### config.mk
export PLATFORM = sky130hd
export DESIGN_NAME = sram_timing_gen
export DESIGN_NICKNAME = d
export VERILOG_FILES = /design/src/rtl/sram_timing_pkg.sv /design/src/rtl/sram_timing_ctrl.sv /design/src/rtl/sram_timing_dp.sv /design/src/rtl/sram_timing_gen.sv
export SDC_FILE = /design/constraint.sdc
export NUM_CORES = 1
export LEC_CHECK = 0
export CAP_MARGIN = 5
export CORE_MARGIN = 2
export CORE_UTILIZATION = 42
export DETAILED_ROUTE_END_ITERATION = 8
export GPL_TIMING_DRIVEN = 0
export PLACE_DENSITY = 0.85
export SLEW_MARGIN = 10
export SYNTH_ARGS = -nofsm -noshare
export SYNTH_HDL_FRONTEND = slang
export SYNTH_SLANG_ARGS = --single-unit
### constraint.sdc
create_clock -name clk -period 2.25 [get_ports clk]
set_clock_uncertainty 0.05 [all_clocks]
set_input_delay 0.45 -clock clk [delete_from_list [all_inputs] [get_ports clk]]
set_output_delay 0.45 -clock clk [all_outputs]
set_load 0.1 [all_outputs]
### src/rtl/sram_timing_pkg.sv
package sram_timing_pkg;

  typedef enum logic [2:0] {
    ST_IDLE, ST_WSETUP, ST_WPULSE, ST_WRECOV, ST_RSETUP, ST_RACCESS, ST_RTAIL
  } phaseT;

  // strobes from control to datapath
  typedef struct packed {
    logic load;     // latch request address and data
    logic capture;  // sample read data
    logic selOn;    // chip select active
    logic wenOn;    // write strobe active
    logic oenOn;    // output enable active
    logic driveOn;  // data bus driven
    logic busy;
    logic done;
  } strobeT;

  function automatic int ceilDiv(input int num, input int den);
    return (num + den - 1) / den;
  endfunction

  function automatic int maxOf(input int a, input int b);
    return (a > b) ? a : b;
  endfunction

endpackage

### src/rtl/sram_timing_ctrl.sv
module sram_timing_ctrl
  import sram_timing_pkg::*;
#(
  parameter int CLK_PERIOD_NS   = 10,
  parameter int T_ADDR_SETUP_NS = 20,
  parameter int T_CS_SETUP_NS   = 60,
  parameter int T_WE_PULSE_NS   = 60,
  parameter int T_DATA_SETUP_NS = 50,
  parameter int T_DATA_HOLD_NS  = 5,
  parameter int T_WR_RECOV_NS   = 20,
  parameter int T_WR_CYCLE_NS   = 120,
  parameter int T_RD_CYCLE_NS   = 120,
  parameter int T_ACCESS_NS     = 100
) (
  input  logic   clk,
  input  logic   rstN,
  input  logic   reqValid,
  input  logic   reqWrite,
  output strobeT strb
);

  localparam int SETUP_CNT  = maxOf(1, ceilDiv(T_ADDR_SETUP_NS, CLK_PERIOD_NS));
  localparam int PULSE_CNT  = maxOf(1, maxOf(ceilDiv(T_WE_PULSE_NS, CLK_PERIOD_NS),
                              maxOf(ceilDiv(T_DATA_SETUP_NS, CLK_PERIOD_NS),
                                    ceilDiv(T_CS_SETUP_NS, CLK_PERIOD_NS) - SETUP_CNT)));
  localparam int RECOV_CNT  = maxOf(1, maxOf(maxOf(ceilDiv(T_WR_RECOV_NS, CLK_PERIOD_NS),
                                                   ceilDiv(T_DATA_HOLD_NS, CLK_PERIOD_NS)),
                              ceilDiv(T_WR_CYCLE_NS, CLK_PERIOD_NS) - SETUP_CNT - PULSE_CNT));
  localparam int ACCESS_CNT = maxOf(1, ceilDiv(T_ACCESS_NS, CLK_PERIOD_NS));
  localparam int TAIL_CNT   = maxOf(1, ceilDiv(T_RD_CYCLE_NS, CLK_PERIOD_NS) - SETUP_CNT - ACCESS_CNT);
  localparam int MAX_CNT    = maxOf(maxOf(SETUP_CNT, PULSE_CNT),
                                    maxOf(RECOV_CNT, maxOf(ACCESS_CNT, TAIL_CNT)));
  localparam int CNT_W      = $clog2(MAX_CNT + 1);

  phaseT phase, nextPhase;
  logic [CNT_W-1:0] cnt, nextCnt;
  logic doneQ, finish, load, capture, lastCycle;

  always_comb begin
    nextPhase = phase;
    nextCnt   = cnt;
    lastCycle = (cnt == '0);
    load      = 1'b0;
    capture   = 1'b0;
    finish    = 1'b0;
    unique case (phase)
      ST_IDLE: if (reqValid) begin
        load      = 1'b1;
        nextPhase = reqWrite ? ST_WSETUP : ST_RSETUP;
        nextCnt   = CNT_W'(SETUP_CNT - 1);
      end
      ST_WSETUP: if (lastCycle) begin
        nextPhase = ST_WPULSE;
        nextCnt   = CNT_W'(PULSE_CNT - 1);
      end else nextCnt = cnt - CNT_W'(1);
      ST_WPULSE: if (lastCycle) begin
        nextPhase = ST_WRECOV;
        nextCnt   = CNT_W'(RECOV_CNT - 1);
      end else nextCnt = cnt - CNT_W'(1);
      ST_RSETUP: if (lastCycle) begin
        nextPhase = ST_RACCESS;
        nextCnt   = CNT_W'(ACCESS_CNT - 1);
      end else nextCnt = cnt - CNT_W'(1);
      ST_RACCESS: if (lastCycle) begin
        capture   = 1'b1;
        nextPhase = ST_RTAIL;
        nextCnt   = CNT_W'(TAIL_CNT - 1);
      end else nextCnt = cnt - CNT_W'(1);
      ST_WRECOV, ST_RTAIL: if (lastCycle) begin
        finish    = 1'b1;
        nextPhase = ST_IDLE;
      end else nextCnt = cnt - CNT_W'(1);
      default: nextPhase = ST_IDLE;
    endcase
  end

  always_ff @(posedge clk or negedge rstN) begin
    if (!rstN) begin
      phase <= ST_IDLE;
      cnt   <= '0;
      doneQ <= 1'b0;
    end else begin
      phase <= nextPhase;
      cnt   <= nextCnt;
      doneQ <= finish;
    end
  end

  always_comb begin
    strb.load    = load;
    strb.capture = capture;
    strb.selOn   = (phase == ST_WSETUP) || (phase == ST_WPULSE) ||
                   (phase == ST_WRECOV) || (phase == ST_RACCESS);
    strb.wenOn   = (phase == ST_WPULSE);
    strb.oenOn   = (phase == ST_RACCESS);
    strb.driveOn = (phase == ST_WSETUP) || (phase == ST_WPULSE) || (phase == ST_WRECOV);
    strb.busy    = (phase != ST_IDLE);
    strb.done    = doneQ;
  end

  // checker counters: cycles since the cycle began, length of the strobe run
  logic [15:0] busyAge, weRun;
  always_ff @(posedge clk or negedge rstN) begin
    if (!rstN) begin
      busyAge <= '0;
      weRun   <= '0;
    end else begin
      busyAge <= !strb.busy ? '0 : ((busyAge == 16'hFFFF) ? busyAge : busyAge + 16'd1);
      weRun   <= !strb.wenOn ? '0 : ((weRun == 16'hFFFF) ? weRun : weRun + 16'd1);
    end
  end

  AST_ACCEPT_BUSY: assert property (@(posedge clk) disable iff (!rstN)
    (!strb.busy && reqValid) |=> strb.busy);
  AST_WE_AFTER_SETUP: assert property (@(posedge clk) disable iff (!rstN)
    $rose(strb.wenOn) |-> (busyAge >= 16'(SETUP_CNT)));
  AST_WE_WIDTH: assert property (@(posedge clk) disable iff (!rstN)
    $fell(strb.wenOn) |-> (weRun >= 16'(PULSE_CNT)));
  AST_DONE_SINGLE: assert property (@(posedge clk) disable iff (!rstN)
    strb.done |=> !strb.done);
  AST_DONE_IDLE: assert property (@(posedge clk) disable iff (!rstN)
    strb.done |-> !strb.busy);

endmodule

### src/rtl/sram_timing_dp.sv
module sram_timing_dp
  import sram_timing_pkg::*;
#(
  parameter int ADDR_W = 16,
  parameter int DATA_W = 16
) (
  input  logic              clk,
  input  logic              rstN,
  input  strobeT            strb,
  input  logic [ADDR_W-1:0] reqAddr,
  input  logic [DATA_W-1:0] reqWrData,
  input  logic [DATA_W-1:0] sramRdData,
  output logic [ADDR_W-1:0] sramAddr,
  output logic [DATA_W-1:0] sramWrData,
  output logic              sramDataOe,
  output logic              sramCeN,
  output logic              sramWeN,
  output logic              sramOeN,
  output logic [DATA_W-1:0] rdData
);

  logic [ADDR_W-1:0] addrQ;
  logic [DATA_W-1:0] wrDataQ, rdDataQ;

  always_ff @(posedge clk or negedge rstN) begin
    if (!rstN) begin
      addrQ   <= '0;
      wrDataQ <= '0;
      rdDataQ <= '0;
    end else begin
      if (strb.load) begin
        addrQ   <= reqAddr;
        wrDataQ <= reqWrData;
      end
      if (strb.capture) rdDataQ <= sramRdData;
    end
  end

  assign sramAddr   = addrQ;
  assign sramWrData = wrDataQ;
  assign sramDataOe = strb.driveOn;
  assign sramCeN    = !strb.selOn;
  assign sramWeN    = !strb.wenOn;
  assign sramOeN    = !strb.oenOn;
  assign rdData     = rdDataQ;

  AST_ADDR_HELD: assert property (@(posedge clk) disable iff (!rstN)
    (strb.busy && $past(strb.busy)) |-> $stable(sramAddr));
  AST_DATA_HOLD: assert property (@(posedge clk) disable iff (!rstN)
    $rose(sramWeN) |-> (sramDataOe && !sramCeN));
  AST_OE_EXCL: assert property (@(posedge clk) disable iff (!rstN)
    !sramOeN |-> (!sramDataOe && sramWeN));

endmodule

### src/rtl/sram_timing_gen.sv
module sram_timing_gen
  import sram_timing_pkg::*;
#(
  parameter int ADDR_W          = 16,
  parameter int DATA_W          = 16,
  parameter int CLK_PERIOD_NS   = 10,
  parameter int T_ADDR_SETUP_NS = 20,
  parameter int T_CS_SETUP_NS   = 60,
  parameter int T_WE_PULSE_NS   = 60,
  parameter int T_DATA_SETUP_NS = 50,
  parameter int T_DATA_HOLD_NS  = 5,
  parameter int T_WR_RECOV_NS   = 20,
  parameter int T_WR_CYCLE_NS   = 120,
  parameter int T_RD_CYCLE_NS   = 120,
  parameter int T_ACCESS_NS     = 100
) (
  input  logic              clk,
  input  logic              rstN,
  input  logic              reqValid,
  input  logic              reqWrite,
  input  logic [ADDR_W-1:0] reqAddr,
  input  logic [DATA_W-1:0] reqWrData,
  output logic              busy,
  output logic              done,
  output logic [DATA_W-1:0] rdData,
  output logic [ADDR_W-1:0] sramAddr,
  output logic [DATA_W-1:0] sramWrData,
  output logic              sramDataOe,
  output logic              sramCeN,
  output logic              sramWeN,
  output logic              sramOeN,
  input  logic [DATA_W-1:0] sramRdData
);

  strobeT strb;

  sram_timing_ctrl #(
    .CLK_PERIOD_NS(CLK_PERIOD_NS), .T_ADDR_SETUP_NS(T_ADDR_SETUP_NS),
    .T_CS_SETUP_NS(T_CS_SETUP_NS), .T_WE_PULSE_NS(T_WE_PULSE_NS),
    .T_DATA_SETUP_NS(T_DATA_SETUP_NS), .T_DATA_HOLD_NS(T_DATA_HOLD_NS),
    .T_WR_RECOV_NS(T_WR_RECOV_NS), .T_WR_CYCLE_NS(T_WR_CYCLE_NS),
    .T_RD_CYCLE_NS(T_RD_CYCLE_NS), .T_ACCESS_NS(T_ACCESS_NS)
  ) i_ctrl (
    .clk(clk), .rstN(rstN), .reqValid(reqValid), .reqWrite(reqWrite), .strb(strb)
  );

  sram_timing_dp #(.ADDR_W(ADDR_W), .DATA_W(DATA_W)) i_dp (
    .clk(clk), .rstN(rstN), .strb(strb), .reqAddr(reqAddr), .reqWrData(reqWrData),
    .sramRdData(sramRdData), .sramAddr(sramAddr), .sramWrData(sramWrData),
    .sramDataOe(sramDataOe), .sramCeN(sramCeN), .sramWeN(sramWeN),
    .sramOeN(sramOeN), .rdData(rdData)
  );

  assign busy = strb.busy;
  assign done = strb.done;

endmodule

## After elaboration in Yosys (flattened, before gate mapping)

Index checks and enable logic that the tools add are counted.

| cells by class | value |
|---|---|
| $add $sub $neg | 1 |
| equal/unequal tests | 13 |
| multiplexer cells | 20 |
| reductions and logical operators | 13 |

Operators by type and width:

| operator | number |
|---|---|
| 4-bit two-way mux | 6 |
| 4-bit case mux with 6 select lines | 1 |
| 3-bit two-way mux | 7 |
| 3-bit case mux with 6 select lines | 1 |
| 3-bit == test (second input constant) | 3 |
| 2-bit != test (second input constant) | 4 |
| 3-bit by 2-bit == test with 1-bit output (second input constant) | 2 |
| 2-bit by 1-bit != test with 1-bit output (second input constant) | 3 |
| 6-bit AND reduction | 1 |
| 6-bit nonzero test | 1 |
| 1-bit two-way mux | 5 |
| 4-bit logical NOT | 1 |
| 4-bit by 1-bit subtractor with 4-bit output (second input constant) | 1 |
| 3-bit by 1-bit == test with 1-bit output (second input constant) | 1 |
| 1-bit logical NOT | 3 |
| 3-bit logical NOT | 1 |
| 1-bit logical OR | 3 |
| 3-bit AND reduction | 1 |
| 3-bit nonzero test | 1 |
| 2-bit OR reduction | 1 |

| storage, ports and cells | value |
|---|---|
| register bits after elaboration | 56 |
| input bits | 52 |
| output and inout port bits | 54 |
| word-level logic and storage cells | 53 |

## Logic depth before layout (Yosys ltp)

| depth | value |
|---|---|
| depth after elaboration | 5 |
| gate-level depth with buffers | 8 |
| gate-level depth less buffers | 6 |

## Cells and area by module

From an unflattened synthesis, not the netlist that was laid out.

| second synthesis, totals | value |
|---|---|
| cells, all modules | 191 |
| area total of the unflattened synthesis | 2710.1 µm² |

By module, submodules not included:

| module | times used | cells each | area an instance (µm²) | sequential area each (µm²) |
|---|---|---|---|---|
| sram_timing_dp | 1 | 106 | 2013.2 | 1201.2 |
| sram_timing_ctrl | 1 | 85 | 696.9 | 200.2 |

## Least setup slack after synthesis

OpenSTA, ideal clock, no wires.

| timing path | value |
|---|---|
| kind | reg2out |
| from | register i_ctrl.phase[1] |
| to | output port sramCeN |
| arrival | 3.095 ns |
| data required time | 1.750 ns |
| path slack | -1.345 ns |
| cell stages (with the launch flop) | 6 |
| path buffers | 2 |
| path through | dfrtp_1 > buf_2 > clkbuf_1 > nor2_1 > nor2_1 > nor2_1 |

| on the way | value |
|---|---|
| longest elaborated chain between the ends | 5 |
| elaborated cells on any way between the ends | 8 |
| those cells by class | 4 x eq/ne; 4 x reduce/logical |

Ends and longest elaborated chain:

| element | line | RTL |
|---|---|---|
| from (decl) | sram_timing_ctrl.sv:35 | `phaseT phase, nextPhase;` |
| from (signal assigned) | sram_timing_ctrl.sv:83 | `phase <= nextPhase;` |
| 3-bit by 1-bit == test with 1-bit output or 3-bit by 2-bit == test with 1-bit output (tied branches) | -- |  |
| 1-bit logical OR | -- |  |
| 1-bit logical OR * | -- |  |
| net sramDataOe | sram_timing_gen.sv:28 | `output logic sramDataOe,` |
| 1-bit logical OR * | sram_timing_ctrl.sv:93 | `(phase == ST_WRECOV) \|\| (phase == ST_RACCESS);` |
| 1-bit logical NOT * | sram_timing_dp.sv:42 | `assign sramCeN = !strb.selOn;` |
| to (decl) | sram_timing_gen.sv:29 | `output logic sramCeN,` |

Mark *: on every way through the listed nets, which the timed path passes. The rest lies on a longest branch.

## Worst setup path after layout

| timing path | value |
|---|---|
| from | register i_ctrl.phase[1] |
| to | output port sramDataOe |

| on the way | value |
|---|---|
| longest elaborated chain between the ends | 3 |
| elaborated cells on any way between the ends | 5 |
| those cells by class | 3 x eq/ne; 2 x reduce/logical |

Ends and longest elaborated chain:

| element | line | RTL |
|---|---|---|
| 3-bit by 1-bit == test with 1-bit output or 3-bit by 2-bit == test with 1-bit output (tied branches) | sram_timing_ctrl.sv:96 | `strb.driveOn = (phase == ST_WSETUP) \|\| (phase == ST_WPULSE) \|\| (phase == ST_WRECOV);` |
| 1-bit logical OR | sram_timing_ctrl.sv:96 |  |
| 1-bit logical OR * | sram_timing_ctrl.sv:96 |  |
| to (decl) | sram_timing_gen.sv:28 |  |

Mark *: on every way between the ends. The rest lies on a longest branch, timed or not.

==> run summary <==
cells along the critical path = buf_2, clkbuf_2, nor2_1, nor2_4, buf_4
HPWL after DPL = 4.27 mm
count of flip-flops with a built-in enable after synthesis = 0
commonest cells in the synthesized netlist = dfrtp_1 (56), mux2_2 (34), nand2_1 (13)
Largest stage delay, worst path = 0.37 ns
crit start category = flop
area grow syn2layout = 47.9%
Reg-to-Reg End = i_dp.rdData[5]$_DFFE_PN0P_
clock-pin slew on the worst setup and hold paths = 0.10 ns
Clock Path Buffers = 2
final worst-path cycle share = 0.970
clk root buf = clkbuf_8
core area = 5610 µm²
FMAX = 458 MHz
Layout Nets = 346
post-synthesis xor/xnor area fraction = 0.0142
CP max FO = 10
fin util = 0.653
CTS tree = built
Yosys cell types = 35
Top FF cell, synth = dfrtp_1
Final setup viols = 0
Num CTS Buffers = 5
placed cells = 358
worst setup path endpoint = sramDataOe
share of the synthesized area in the top cell type = 0.566
Synth area leaders = dfrtp_1 (57%), mux2_2 (15%), mux2_4 (6.1%)
syn_area_per_cell = 13.7 µm²
GP Congestion = 0.803
Synth area leader = dfrtp_1
first-pass GRT wire length = 8.96 mm
post-synthesis compound-gate area fraction = 0.0526
Crit Path Category = reg2out
mapped cell area = 2470 µm²
Synth Area in Adders = 0.0142
RSZ-0062 raised after global routing = false
worst rel slew slack = 0.348
Setup crit start = i_ctrl.phase[1]$_DFFE_PN0P_
H-tree levels = 2
worst path required time = 1.75 ns
Hold Buf Count CTS = 0
Async SR Flop Fraction = 1.00
Crit-path slowest cell = dfrtp_1
Arrival @ worst endpoint = 1.68 ns
GRT overflow = 0
Starting Density = 0.441
Synth Instances = 180
DRC violations left = 0
ANT nets after route = 0
register area share after synthesis = 0.566
die area = 6520 µm²
vias per inst = 5.04
final WL = 5.63 mm
Tmin final = 2.18 ns
DR vias = 1838
# IOs = 106
max-slew violation count = 0
simple-gate share of the synthesized area = 0.0688
final hold vios = 0
top-count cell post-synth = dfrtp_1
worst skew pair latency = 0.30 ns
Warnings, synthesis = 0
R2R cell count = 7
Hold Crit Class = in2async
# rows = 27
status = finished, final reports clean
share of layout cells above drive strength 1 = 0.263
Post-CTS Setup Bufs = 0
Die Ht = 80.8 µm
Max Cap Viol = 0
fin cells = 365
largest family of logic cells by synthesized area = multiplexers
r2r setup slk = 0.18 ns
R2R Path Start = i_ctrl.cnt[0]$_DFFE_PN0P_
initial drt markers = 32
Worst setup EP type = output pin
register bit total from synthesis = 56
syn_nets = 234
Die X = 80.8 µm
initial antenna violation count = 0
post-synthesis mux area share = 0.238
largest net degree at the start of global routing = 33
PortBufs = 105
gr usage total = 0.179
# clock sinks = 56
router iterations before antenna repair = 4
number of global-route vias before repair = 1842
Inserted Diodes = 0
WL/cell = 15.4 µm
Slew @ Worst Pin = 0.982 ns
## flip-flops by register name, indices dropped and copies added (netlist names)
signal,count
i_ctrl.phase,3
i_dp.rdData,16
i_dp.sramAddr,16
i_dp.sramWrData,16
i_ctrl.cnt,4
i_ctrl.doneQ,1
## placed cells by master (no fill, tap or decap), types with 2 or more instances in the layout
cell and instances:
buf_6 5, mux2_1 4, a21oi_1 5, o21ai_0 4, buf_2 7, nor2_1 6, dfrtp_1 56, nor2_4 2
mux2_2 34, buf_4 2, nor4_1 2, ha_1 2, clkbuf_2 3, mux2_4 10, inv_1 3, buf_12 2
nand2_1 13, a31oi_1 2, dlygate4sd2_1 49, xor2_1 2, xnor2_1 2, nand3_1 2, clkbuf_8 5, a32o_1 3
clkdlybuf4s50_1 50
## through the flow
stage	setup slack [ns]	instance area [µm²]	hold WS, ns	TNS, ns
after global placement	-1.04	3630	0.422	-59.71
after CTS	0.0157	3670	0.0961	0
after floorplan	0.0560	2490	0.104	0
final	0.0670	3660	0.0771	0
after detailed placement	-0.594	3650	0.430	-1.97
after global routing	0.00462	3660	0.123	0
## final cells by class
type,count,area (µm²)
well taps,72,90.1
multi-input cells,107,973
clock inverters,2,16.3
flip-flops and latches,56,1400
clock buffers,6,72.6
fillers,465,1950
repair buffers,106,991
inverters,4,15.0
plain buffers,12,100
## critical path: cells and delay by family (launching register included)
family,cells,cell delay [ns]
buffers and inverters,3,0.78
DFF,1,0.37
and+or+nand+nor,2,0.22
## worst min-delay path by stage
stage | start | endpoint | slack (ns) | cells past startpoint
3_5_place_dp | i_dp.sramWrData[11]$_DFFE_PN0P_ | i_dp.sramWrData[11]$_DFFE_PN0P_ | 0.43 | 1
2_1_floorplan | rstN | i_ctrl.cnt[0]$_DFFE_PN0P_ | 0.10 | 0
6_report | rstN | i_dp.sramWrData[11]$_DFFE_PN0P_ | 0.08 | 1
3_3_place_gp | i_dp.sramAddr[3]$_DFFE_PN0P_ | i_dp.sramAddr[3]$_DFFE_PN0P_ | 0.42 | 1
5_1_grt | rstN | i_dp.sramWrData[11]$_DFFE_PN0P_ | 0.12 | 1
4_1_cts | rstN | i_dp.sramWrData[10]$_DFFE_PN0P_ | 0.1 | 1
## kinds of logic (layout without fill, tap and decap cells)
| family | Yosys count | count (layout) |
|---|---|---|
| flops | 56 | 56 |
| mux | 49 | 49 |
| simple gates | 32 | 32 |
| compound gates | 19 | 19 |
| buf+inv | 17 | 130 |
| xor+xnor | 4 | 4 |
| fa+ha+maj | 3 | 3 |
## per-layer routing
layer  track usage  vias to the layer above  part of all wire
li1              -                      853                 -
met1         0.238                      886              0.43
met2         0.302                       94              0.47
met3        0.0356                        5             0.087
met4        0.0508                        0            0.0084
met5             0                        -                 0
## timing repair
item | in CTS | in global routing
gates resized for setup | 78 | 3
endpoints found under the setup margin | 54 | 12
gates cloned | 0 | 0
Power is not shown: default switching activity piles up to over one toggle a cycle in this logic, so the estimate is an artifact.
